==> config.mk <==
export PLATFORM = sky130hd
export DESIGN_NAME = gpio_port
export DESIGN_NICKNAME = d
export VERILOG_FILES = /design/src/rtl/gpio_pkg.sv /design/src/rtl/gpio_decode.sv /design/src/rtl/gpio_sync.sv /design/src/rtl/gpio_regs.sv /design/src/rtl/gpio_port.sv
export SDC_FILE = /design/constraint.sdc
export NUM_CORES = 1
export LEC_CHECK = 0
export BUFFER_PORTS_ARGS = -buffer_cell sky130_fd_sc_hd__buf_4
export CELL_PAD_IN_SITES_DETAIL_PLACEMENT = 0
export CELL_PAD_IN_SITES_GLOBAL_PLACEMENT = 1
export CORE_UTILIZATION = 33
export DETAILED_ROUTE_END_ITERATION = 6
export PLACE_DENSITY_LB_ADDON = 0.1
export SLEW_MARGIN = 5
export SYNTH_ARGS = -nofsm -noshare
export SYNTH_HDL_FRONTEND = slang
export SYNTH_SLANG_ARGS = --single-unit
==> constraint.sdc <==
create_clock -name clk -period 2.3 [get_ports clk]
set_input_delay 0.345 -clock clk [delete_from_list [all_inputs] [get_ports clk]]
set_output_delay 0.345 -clock clk [all_outputs]
set_load 0.01 [all_outputs]
==> src/rtl/gpio_pkg.sv <==
package gpio_pkg;

    localparam int NPINS       = 8;
    localparam int ADDR_W      = 11;
    localparam int WORD_W      = ADDR_W - 2;
    localparam int SYNC_STAGES = 2;

    typedef logic [NPINS-1:0] pin_vec_t;

    typedef enum logic [1:0] {
        ACC_NONE     = 2'd0,
        ACC_DATA     = 2'd1,
        ACC_DIR      = 2'd2,
        ACC_UNMAPPED = 2'd3
    } acc_kind_e;

    typedef struct packed {
        acc_kind_e kind;
        logic      is_write;
        pin_vec_t  mask;
        pin_vec_t  wdata;
    } bus_req_t;

    typedef struct packed {
        pin_vec_t dir;
        pin_vec_t out;
    } port_state_t;

    // Merge new bits into old ones wherever en is set.
    function automatic pin_vec_t merge_bits(pin_vec_t old_v, pin_vec_t new_v, pin_vec_t en);
        return (old_v & ~en) | (new_v & en);
    endfunction

    // Value a data read sees in each position before masking.
    function automatic pin_vec_t pin_view(pin_vec_t dir, pin_vec_t out, pin_vec_t sampled);
        return (out & dir) | (sampled & ~dir);
    endfunction

endpackage

==> src/rtl/gpio_decode.sv <==
module gpio_decode
    import gpio_pkg::*;
#(
    parameter int N  = NPINS,
    parameter int AW = ADDR_W
) (
    input  logic          valid,
    input  logic          write,
    input  logic [AW-1:0] addr,
    input  logic [N-1:0]  wdata,
    output bus_req_t      req
);
    localparam int WW = AW - 2;
    localparam logic [WW-1:0] DIR_WORD = WW'(1) << N;

    logic [WW-1:0] word;
    logic          aligned;

    assign word    = addr[AW-1:2];
    assign aligned = (addr[1:0] == 2'b00);

    always_comb begin
        req.is_write = write;
        req.mask     = addr[N+1:2];
        req.wdata    = wdata;
        if (!valid) begin
            req.kind = ACC_NONE;
        end else if (!aligned) begin
            req.kind = ACC_UNMAPPED;
        end else if (word < DIR_WORD) begin
            req.kind = ACC_DATA;
        end else if (word == DIR_WORD) begin
            req.kind = ACC_DIR;
        end else begin
            req.kind = ACC_UNMAPPED;
        end
    end
endmodule

==> src/rtl/gpio_sync.sv <==
module gpio_sync
    import gpio_pkg::*;
#(
    parameter int N      = NPINS,
    parameter int STAGES = SYNC_STAGES
) (
    input  logic         clk,
    input  logic         rst,
    input  logic [N-1:0] d,
    output logic [N-1:0] q
);
    for (genvar b = 0; b < N; b++) begin : g_pin
        logic [STAGES-1:0] chain;
        always_ff @(posedge clk) begin
            if (rst) begin
                chain <= '0;
            end else if (STAGES == 1) begin
                chain[0] <= d[b];
            end else begin
                chain <= {chain[STAGES-2:0], d[b]};
            end
        end
        assign q[b] = chain[STAGES-1];
    end
endmodule

==> src/rtl/gpio_regs.sv <==
module gpio_regs
    import gpio_pkg::*;
(
    input  logic        clk,
    input  logic        rst,
    input  bus_req_t    req,
    output port_state_t st
);
    port_state_t st_q;

    always_ff @(posedge clk) begin
        if (rst) begin
            st_q <= '0;
        end else if (req.is_write) begin
            unique case (req.kind)
                ACC_DIR:  st_q.dir <= req.wdata;
                ACC_DATA: st_q.out <= merge_bits(st_q.out, req.wdata, req.mask & st_q.dir);
                default:  ;
            endcase
        end
    end

    assign st = st_q;
endmodule

==> src/rtl/gpio_port.sv <==
module gpio_port
    import gpio_pkg::*;
#(
    parameter int N      = NPINS,
    parameter int AW     = ADDR_W,
    parameter int STAGES = SYNC_STAGES
) (
    input  logic          clk,
    input  logic          rst,
    input  logic          bus_valid,
    input  logic          bus_write,
    input  logic [AW-1:0] bus_addr,
    input  logic [N-1:0]  bus_wdata,
    output logic [N-1:0]  bus_rdata,
    output logic [N-1:0]  pad_oe,
    output logic [N-1:0]  pad_out,
    input  logic [N-1:0]  pad_in
);
    bus_req_t    req;
    port_state_t st;
    pin_vec_t    sampled;
    pin_vec_t    rd_next;
    pin_vec_t    rdata_q;

    gpio_decode #(.N(N), .AW(AW)) u_dec (
        .valid (bus_valid),
        .write (bus_write),
        .addr  (bus_addr),
        .wdata (bus_wdata),
        .req   (req)
    );

    gpio_regs u_regs (
        .clk (clk),
        .rst (rst),
        .req (req),
        .st  (st)
    );

    gpio_sync #(.N(N), .STAGES(STAGES)) u_sync (
        .clk (clk),
        .rst (rst),
        .d   (pad_in),
        .q   (sampled)
    );

    always_comb begin
        unique case (req.kind)
            ACC_DATA: rd_next = pin_view(st.dir, st.out, sampled) & req.mask;
            ACC_DIR:  rd_next = st.dir;
            default:  rd_next = '0;
        endcase
    end

    always_ff @(posedge clk) begin
        if (rst) begin
            rdata_q <= '0;
        end else if (req.kind != ACC_NONE && !req.is_write) begin
            rdata_q <= rd_next;
        end
    end

    assign bus_rdata = rdata_q;
    assign pad_oe    = st.dir;
    assign pad_out   = st.out;
endmodule

Word-level counts from Yosys, hierarchy flattened
Cells that the tools add are included.
- order comparisons: 1
- equality and inequality tests: 3
- multiplexer cells: 5
- bitwise logic cells: 10
- reduce and logical (&&, ||, !) cells: 6
- operator list (kind ; count):
    $and A8 B8 Y8 ; 6
    $not A8 Y8 ; 2
    $or A8 B8 Y8 ; 2
    $pmux W8 S2 ; 1
    $eq A9 B9 Y1 const B ; 1
    $lt A9 B9 Y1 const B ; 1
    $mux W2 ; 3
    $reduce_and A2 Y1 ; 2
    $eq A2 B1 Y1 const B ; 1
    $eq A2 B2 Y1 const B ; 1
    $logic_not A2 Y1 ; 1
    $reduce_bool A2 Y1 ; 1
    $logic_and A1 B1 Y1 ; 1
    $logic_not A1 Y1 ; 1
    $mux W1 ; 1
- register bits: 40
- input bits: 31
- output and inout bits: 24

Logic depth before layout (Yosys ltp)
Gate-level depths: netlist of run 1.
- word-level depth: 7
- gate-level depth with buffers: 8
- gate-level depth less buffers: 7

Hierarchy
A second synthesis of run 1 with hierarchy kept.
- cell total of the unflattened synthesis: 190
- area, all modules: 1916.8 µm²
- modules (own cells, without submodules) (module ; instances ; cells an instance ; area an instance (µm²) ; sequential area each (µm²)):
    gpio_regs ; 1 ; 70 ; 703.2 ; 320.3
    gpio_sync ; 1 ; 41 ; 524.3 ; 320.3
    gpio_port ; 1 ; 55 ; 510.5 ; 160.2
    gpio_decode ; 1 ; 24 ; 178.9 ; 0.0

Worst setup path after synthesis of run 1
Ideal clock, no wire load.
- kind: input to register
- start point: input port bus_addr[9]
- end point: register rdata_q[1], in the netlist bus_rdata[1]
- data arrival time: 2.155 ns
- data required time: 2.216 ns
- setup slack: 0.060 ns
- cell stages on the path: 7
- buffers on the path: 1
- cell sequence: nor4b_1 nand2_1 o41a_1 ha_1 or4_4 buf_6 o31ai_2
- longest elaborated chain between the ends: 7
- ends and longest elaborated chain (item ; RTL line ; RTL):
    start: declaration ; gpio_port.sv:12 ; input logic [AW-1:0] bus_addr,
    parallel branches: the longest is 2 deep, another holds $lt A9 B9 Y1 ; -- ;
    $mux W2 (*) ; gpio_decode.sv:30 ; end else if (word < DIR_WORD) begin
    $mux W2 (*) ; gpio_decode.sv:28 ; end else if (!aligned) begin
    $mux W2 (*) ; gpio_decode.sv:26 ; if (!valid) begin
    $eq A2 B2 Y1 (tied with other cells) ; gpio_port.sv:48 ; unique case (req.kind)
    $pmux W8 S2 / $logic_and A1 B1 Y1 (equally long branches) ; gpio_port.sv:48, gpio_port.sv:58 ;
    end signal: assignment ; gpio_port.sv:59 ; rdata_q <= rd_next;
    end: declaration ; gpio_port.sv:23 ; pin_vec_t rdata_q;
Mark *: on every way between the ends.
A chain may end at the register's enable or synchronous reset.

Worst setup path in the final report of run 1
- start point: input port bus_addr[1]
- end point: register rdata_q[4], in the netlist bus_rdata[4]
- longest elaborated chain between the ends: 5
- ends and longest elaborated chain (item ; RTL line ; RTL):
    $logic_not A2 Y1 (*) ; gpio_decode.sv:20 ; assign aligned = (addr[1:0] == 2'b00);
    $mux W2 (*) ; gpio_decode.sv:28 ;
    $mux W2 (*) ; gpio_decode.sv:26 ;
    $eq A2 B2 Y1 (tied with other cells) ; gpio_port.sv:48 ;
    $pmux W8 S2 / $logic_and A1 B1 Y1 (equally long branches) ; gpio_port.sv:48, gpio_port.sv:58 ;
Every way passes the cells marked *; elsewhere a longest branch is shown, timed or not.

==> out/summary.txt, run 1 <==
Multiplexer area fraction after synthesis - 4.965%
Origin of the critical flop-to-flop path - u_regs.st[11]
Worst-margin pin slew - 0.4852 ns
DRT iter0 DRCs - 48
Relative slew margins - 67.23%
Worst setup path class - in -> reg
Nets - 262
Final-layout fill cell count - 471
Synth warn - 0
Adder-Cell Fraction of Synth Area - 2.327%
Most frequent cells in the layout - buf_4 (64), dfxtp_1 (40), nand2_1 (18), nor2b_1 (16), a21oi_1 (11)
Congestion Overflow GR - 0
Total global-route track usage - 15.80%
Startpoint type of the worst setup path - input port
First-pass GRT wire length - 6.175 mm
Post-Syn Area per Cell - 9.600 µm²
Routed met2 length - 1.742 mm
Final Power - 1.300 mW
Share of the synthesized area in the top cell type - 49.65%
CP startpoint - bus_addr[1]
Seq/Total Area, Yosys - 49.65%
Synth Cell Area - 0.001613 mm²
Clock Pin Slew Worst Setup and Hold Paths - 0.07 ns
Synth-to-Final Area Change - 36.31%
Final Cycle Share - 93.42%
PwrDens - 591.4 mW/mm²
DR vias/cell - 4.769
Largest area contributor in the netlist - dfxtp_1
Synth Area in XOR/XNOR - 0%
R2r setup slk - 1.36 ns
Peak VDD IR - 278.6 µV
Initial antenna violation count - 0
N_diodes - 0
Placement row count - 25
Final WL - 3.933 mm
Setup crit end - bus_rdata[4]
Largest net degree at the start of global routing - 35
Most common cell after layout, fill and taps aside - buf_4
Layout Cells excl Fill - 295
Critical path fanouts, max - 8
Routed WL per cell - 13.33 µm
Depth of the worst register-to-register path - 3
Core Footprint - 0.004723 mm²
Final setup fails - 0
Post-synthesis compound-gate area fraction - 16.06%
Placed instance area - 0.002121 mm²
Setup bufs post-CTS - 0
Detailed Routing Iterations Pass 1 - 4
NetSw - 0.3072 mW
Switching Fraction - 23.63%
Worst skew pair latency - 0.28 ns
Metal-1 WL - 1.978 mm
Hold Crit Start - pad_in[1]
Worst Clk Skew - 0.007523 ns
H-tree depth - 2
Comb pwr share - 11.6%
Layout cell share with drive strength beyond 1 - 35.09%
Antenna-violating nets left - 0
Synth Area in Simple Gates - 23.27%
Syn Inst Count - 168
Ports - 55
Post-CTS sizing - 0
Die ar. - 0.005171 mm²
Synth area leaders - dfxtp_1 (50%), nor2b_1 (6.2%), mux2i_1 (5.0%)
Post-synthesis net count - 202
Max-Cap Viols - 0
Seq pwr share - 55.4%
Vias post-DR - 1407
Reg-to-reg endpoint - bus_rdata[3]
WP data required - 2.50 ns
Met3 WL - 163 µm
Number of hold violations in the final report - 0
CTS tree - done
Hold Path Class - in -> reg
Cell variety after synth - 25
Fmax - 0.4654 GHz
Cell total after placement - 288
Pins over their slew limit - 0
Highest layer used for signal routing - met4
Setup_tns - 0 ns
Status - finished, final reports clean
RSZ-0062 raised after global routing - no
CTS Buf Count - 5
Number of synthesized register bits - 40
Clk sinks - 40
Die X-Extent - 71.91 µm
Min Tclk post-route - 2.149 ns
Final Cell Area - 0.002198 mm²
Internal power - 0.9930 mW
P_leak - 0.9499 nW
Post-DP HPWL - 2.902 mm
Port Buffer Count - 54
Max clock buf depth - 2
# DRC - 0
Crit. End Element - flop
Hold buffer count at CTS - 0
CTS Root Cell - clkbuf_8
Die H - 71.91 µm
Vias in the first global route - 1273
Routability cong. - 0.7711
Clk pwr share - 33.0%
Main combinational cell family by area after synthesis - simple AND/OR/NAND/NOR gates
Critical Path AT - 2.35 ns
Starting density of the core - 34.15%
through the flow:
stage	setup WS [ns]	hold slack, ns	utilization [%]
3_5_place_dp	-0.1289	0.4204	44.90
6_report	0.1513	0.2714	46.54
3_3_place_gp	-0.09965	0.4208	44.90
5_1_grt	0.04194	0.2602	46.54
4_1_cts	0.1777	0.2614	46.54
2_1_floorplan	0.06026	0.4138	-
final cells by class:
cell class,instances,area (µm²),area share (%)
Clock buffer,6,72.57,3.301
Clock inverter,1,5.005,0.2277
Inverter,1,3.754,0.1707
Multi-Input combinational cell,116,752.0,34.21
Sequential cell,40,800.8,36.43
Tap cell,67,83.83,3.813
Timing Repair Buffer,64,480.5,21.86
cells in the mapped netlist:
cell and instances:
a31oi_1 10, and4b_1 3, buf_6 2, o31ai_2 5
inv_1 1, nand2_1 18, ha_1 3, clkbuf_1 9
o21ba_2 1, nor2_1 8, nor4_1 1, nand2b_1 5
nand3_1 8, mux2i_1 8, nor4b_1 1, o31ai_1 1
dfxtp_1 40, o41a_1 1, or4_4 1, nand4_1 8
o21ai_1 3, a21oi_1 11, nor2b_1 16, o41ai_1 1
a31o_2 3
routing by layer:
metal | GRT usage [%] | up-vias
met2 | 23.58 | 38
met5 | 0 | -
li1 | - | 722
met1 | 21.72 | 642
met3 | 5.000 | 5
met4 | 5.229 | 0
cells by family (layout without fill, tap and decap cells):
kind of cell    Yosys count  count (layout)
simple gates             69              69
buf+inv                  12              72
flops                    40              40
mux                       8               8
compound gates           36              36
fa+ha+maj                 3               3
worst min-delay path by stage:
stage | to | slack (ns) | cells after the start
after CTS | u_sync.g_pin[5].chain[0] | 0.26 | 2
after global placement | u_sync.g_pin[1].chain[1] | 0.42 | 1
after global routing | u_sync.g_pin[4].chain[0] | 0.26 | 2
after detailed placement | u_sync.g_pin[1].chain[1] | 0.42 | 1
after floorplan | u_sync.g_pin[0].chain[1] | 0.41 | 1
final | u_sync.g_pin[1].chain[0] | 0.27 | 2
worst max-delay path, stage by stage:
cell and delay, ns:
buf_4 0.11, nor4_1 0.29, nand2_1 0.12, o41a_1 0.32, ha_1 0.29, or4_4 0.61, o31ai_2 0.26
power groups by stage:
stage	logic (mW)	registers (mW)	clock network, mW
CTS	0.152	0.720	0.448
detailed placement	0.152	0.736	0
finish	0.151	0.720	0.430
floorplan	0.0670	0.736	0
global placement	0.150	0.735	0
global route	0.164	0.721	0.475
Power figures use the tool's default switching activity.
==> run 2: changes to the inputs <==
--- a/config.mk
+++ b/config.mk
@@ -8,7 +8,9 @@
 export BUFFER_PORTS_ARGS = -buffer_cell sky130_fd_sc_hd__buf_4
 export CELL_PAD_IN_SITES_DETAIL_PLACEMENT = 0
 export CELL_PAD_IN_SITES_GLOBAL_PLACEMENT = 1
-export CORE_UTILIZATION = 33
+export CORE_UTILIZATION = 34
+export CTS_BUF_LIST = sky130_fd_sc_hd__clkbuf_4 sky130_fd_sc_hd__clkbuf_8
+export CTS_CLUSTER_DIAMETER = 40
 export DETAILED_ROUTE_END_ITERATION = 6
 export PLACE_DENSITY_LB_ADDON = 0.1
 export SLEW_MARGIN = 5
==> out/summary.txt, run 2 (synthesis results as in run 1) <==
Status - finished, final reports clean (unchanged)
Final WS setup - 0.1760 ns (was 0.1513 ns)
DR vias/cell - 5.125 (was 4.769)
Number of hold violations in the final report - 0 (unchanged)
Max-Cap Viols - 0 (unchanged)
Worst-margin pin slew - 0.4727 ns (was 0.4852 ns)
Seq. cell area - 800.8 µm² (unchanged)
First-pass GRT wire length - 6.472 mm (was 6.175 mm)
Clock Pin Slew Worst Setup and Hold Paths - 0.07 ns (about the same)
Setup_tns - 0 ns (unchanged)
Worst Path Buf+Inv - 1 (unchanged)
Starting density of the core - 36.29% (was 34.15%)
N_diodes - 0 (unchanged)
Synth-to-Final Area Change - 35.61% (was 36.31%)
Delay-heaviest family, CP - simple AND/OR/NAND/NOR gates (unchanged)
Routed WL per cell - 14.19 µm (was 13.33 µm)
Post-place setup slack - -0.1379 ns (was -0.1289 ns)
Final setup fails - 0 (unchanged)
Post-CTS sizing - 0 (unchanged)
# DRC - 0 (unchanged)
Vias in the first global route - 1365 (was 1273)
Die X-Extent - 70.88 µm (was 71.91 µm)
Congestion Overflow GR - 0 (unchanged)
Routability cong. - 0.7851 (was 0.7711)
CTS tree - done (unchanged)
Placement row count - 24 (was 25)
Die ar. - 0.005023 mm² (was 0.005171 mm²)
Multi-input logic area - 752.0 µm² (unchanged)
Worst setup path class - in -> reg (unchanged)
H-tree depth - 2 (unchanged)
Critical path fanouts, max - 8 (unchanged)
Cells along the critical path - buf_4 -> nor4b_1 -> nand2_1 -> o41a_1 -> ha_1 -> or4_4 -> o31ai_2 (was buf_4 -> nor4_1 -> nand2_1 -> o41a_1 -> ha_1 -> or4_4 -> o31ai_2)
Final Cycle Share - 92.35% (was 93.42%)
RSZ-0062 raised after global routing - no (unchanged)
Relative slew margins - 68.08% (was 67.23%)
PwrDens - 617.6 mW/mm² (was 591.4 mW/mm²)
Layout cell share with drive strength beyond 1 - 35.53% (was 35.09%)
WP data required - 2.51 ns (was 2.50 ns)
Largest net degree at the start of global routing - 35 (unchanged)
Pins over their slew limit - 0 (unchanged)
Largest stage delay, worst path - 0.60 ns (was 0.61 ns)
Final Util - 49.21% (was 46.54%)
Fmax - 0.4708 GHz (was 0.4654 GHz)
Worst path slowest cell - or4_4 (unchanged)
Placed instance area - 0.002095 mm² (was 0.002121 mm²)
CTS Root Cell - clkbuf_8 (unchanged)
Port Buffer Count - 54 (unchanged)
Final Cell Area - 0.002187 mm² (was 0.002198 mm²)
Crit. End Element - flop (unchanged)
Initial antenna violation count - 0 (unchanged)
Die H - 70.88 µm (was 71.91 µm)
Ports - 55 (unchanged)
DRT iter0 DRCs - 60 (was 48)
Hold Path Class - in -> reg (unchanged)
Antenna-violating nets left - 0 (unchanged)
Clk sinks - 40 (unchanged)
CTS Buf Count - 5 (unchanged)
Final-layout fill cell count - 446 (was 471)
Most frequent cells in the layout - buf_4 (63), dfxtp_1 (40), nand2_1 (18), nor2b_1 (16), a21oi_1 (11) (was buf_4 (64), dfxtp_1 (40), nand2_1 (18), nor2b_1 (16), a21oi_1 (11))
Final Power - 1.351 mW (was 1.300 mW)
P_leak - 0.9546 nW (was 0.9499 nW)
Hold buffer count at CTS - 0 (unchanged)
Setup bufs post-CTS - 0 (unchanged)
Critical Path AT - 2.33 ns (was 2.35 ns)
Max clock buf depth - 2 (unchanged)
Worst Clk Skew - 0.01070 ns (was 0.007523 ns)
Nets - 261 (was 262)
Peak VDD IR - 288.1 µV (was 278.6 µV)
Worst skew pair latency - 0.30 ns (was 0.28 ns)
Detailed Routing Iterations Pass 1 - 6 (was 4)
Post-DP HPWL - 2.901 mm (was 2.902 mm)
Startpoint type of the worst setup path - input port (unchanged)
Vias post-DR - 1435 (was 1407)
Final WL - 3.972 mm (was 3.933 mm)
Most common cell after layout, fill and taps aside - buf_4 (unchanged)
Core Footprint - 0.004444 mm² (was 0.004723 mm²)
Total global-route track usage - 16.90% (was 15.80%)
Min Tclk post-route - 2.124 ns (was 2.149 ns)
## run 2: cell count changes in the layout (fill, tap and decap cells not counted), sizes merged
cell	previous run	this run
buf	64	63
clkinv	1	2
## run 2: final timing paths
check                                start                  endpoint  slack, ns  cells past startpoint
setup / recovery               bus_addr[9]              bus_rdata[1]       0.18                      7
hold / removal                   pad_in[7]  u_sync.g_pin[7].chain[0]       0.26                      2
setup reg to reg             u_regs.st[11]              bus_rdata[3]       1.37                      3
hold reg to reg   u_sync.g_pin[5].chain[0]  u_sync.g_pin[5].chain[1]       0.44                      1
## run 2: stage by stage
| stage | hold slack [ns] | std cells |
|---|---|---|
| floorplan | 0.4138 | 168 |
| global route | 0.2523 | 280 |
| global placement | 0.4213 | 272 |
| CTS | 0.2435 | 280 |
| detailed placement | 0.4250 | 272 |
| finish | 0.2601 | 280 |
## run 2: final cells by class
cell class                      count  share of cell area [%]
Sequential cell                    40                   36.61
Multi-Input combinational cell    116                   34.38
Tap cell                           52                   2.975
Inverter                            1                  0.1716
Clock buffer                        6                   3.776
Clock inverter                      2                  0.4577
Timing Repair Buffer               63                   21.62
## run 2: power breakdown
group	switching, mW	internal, mW	leakage (nW)
clock network	0.243	0.239	0.0510
registers	0.00929	0.710	0.326
logic	0.0738	0.0749	0.577
## run 2: per-layer routing
metal	vias to the layer above	GRT usage (%)	wire length (µm)
met5	-	0	0
met3	7	5.271	252
met1	659	22.56	1923
li1	716	-	-
met4	0	6.000	51
met2	53	25.85	1745
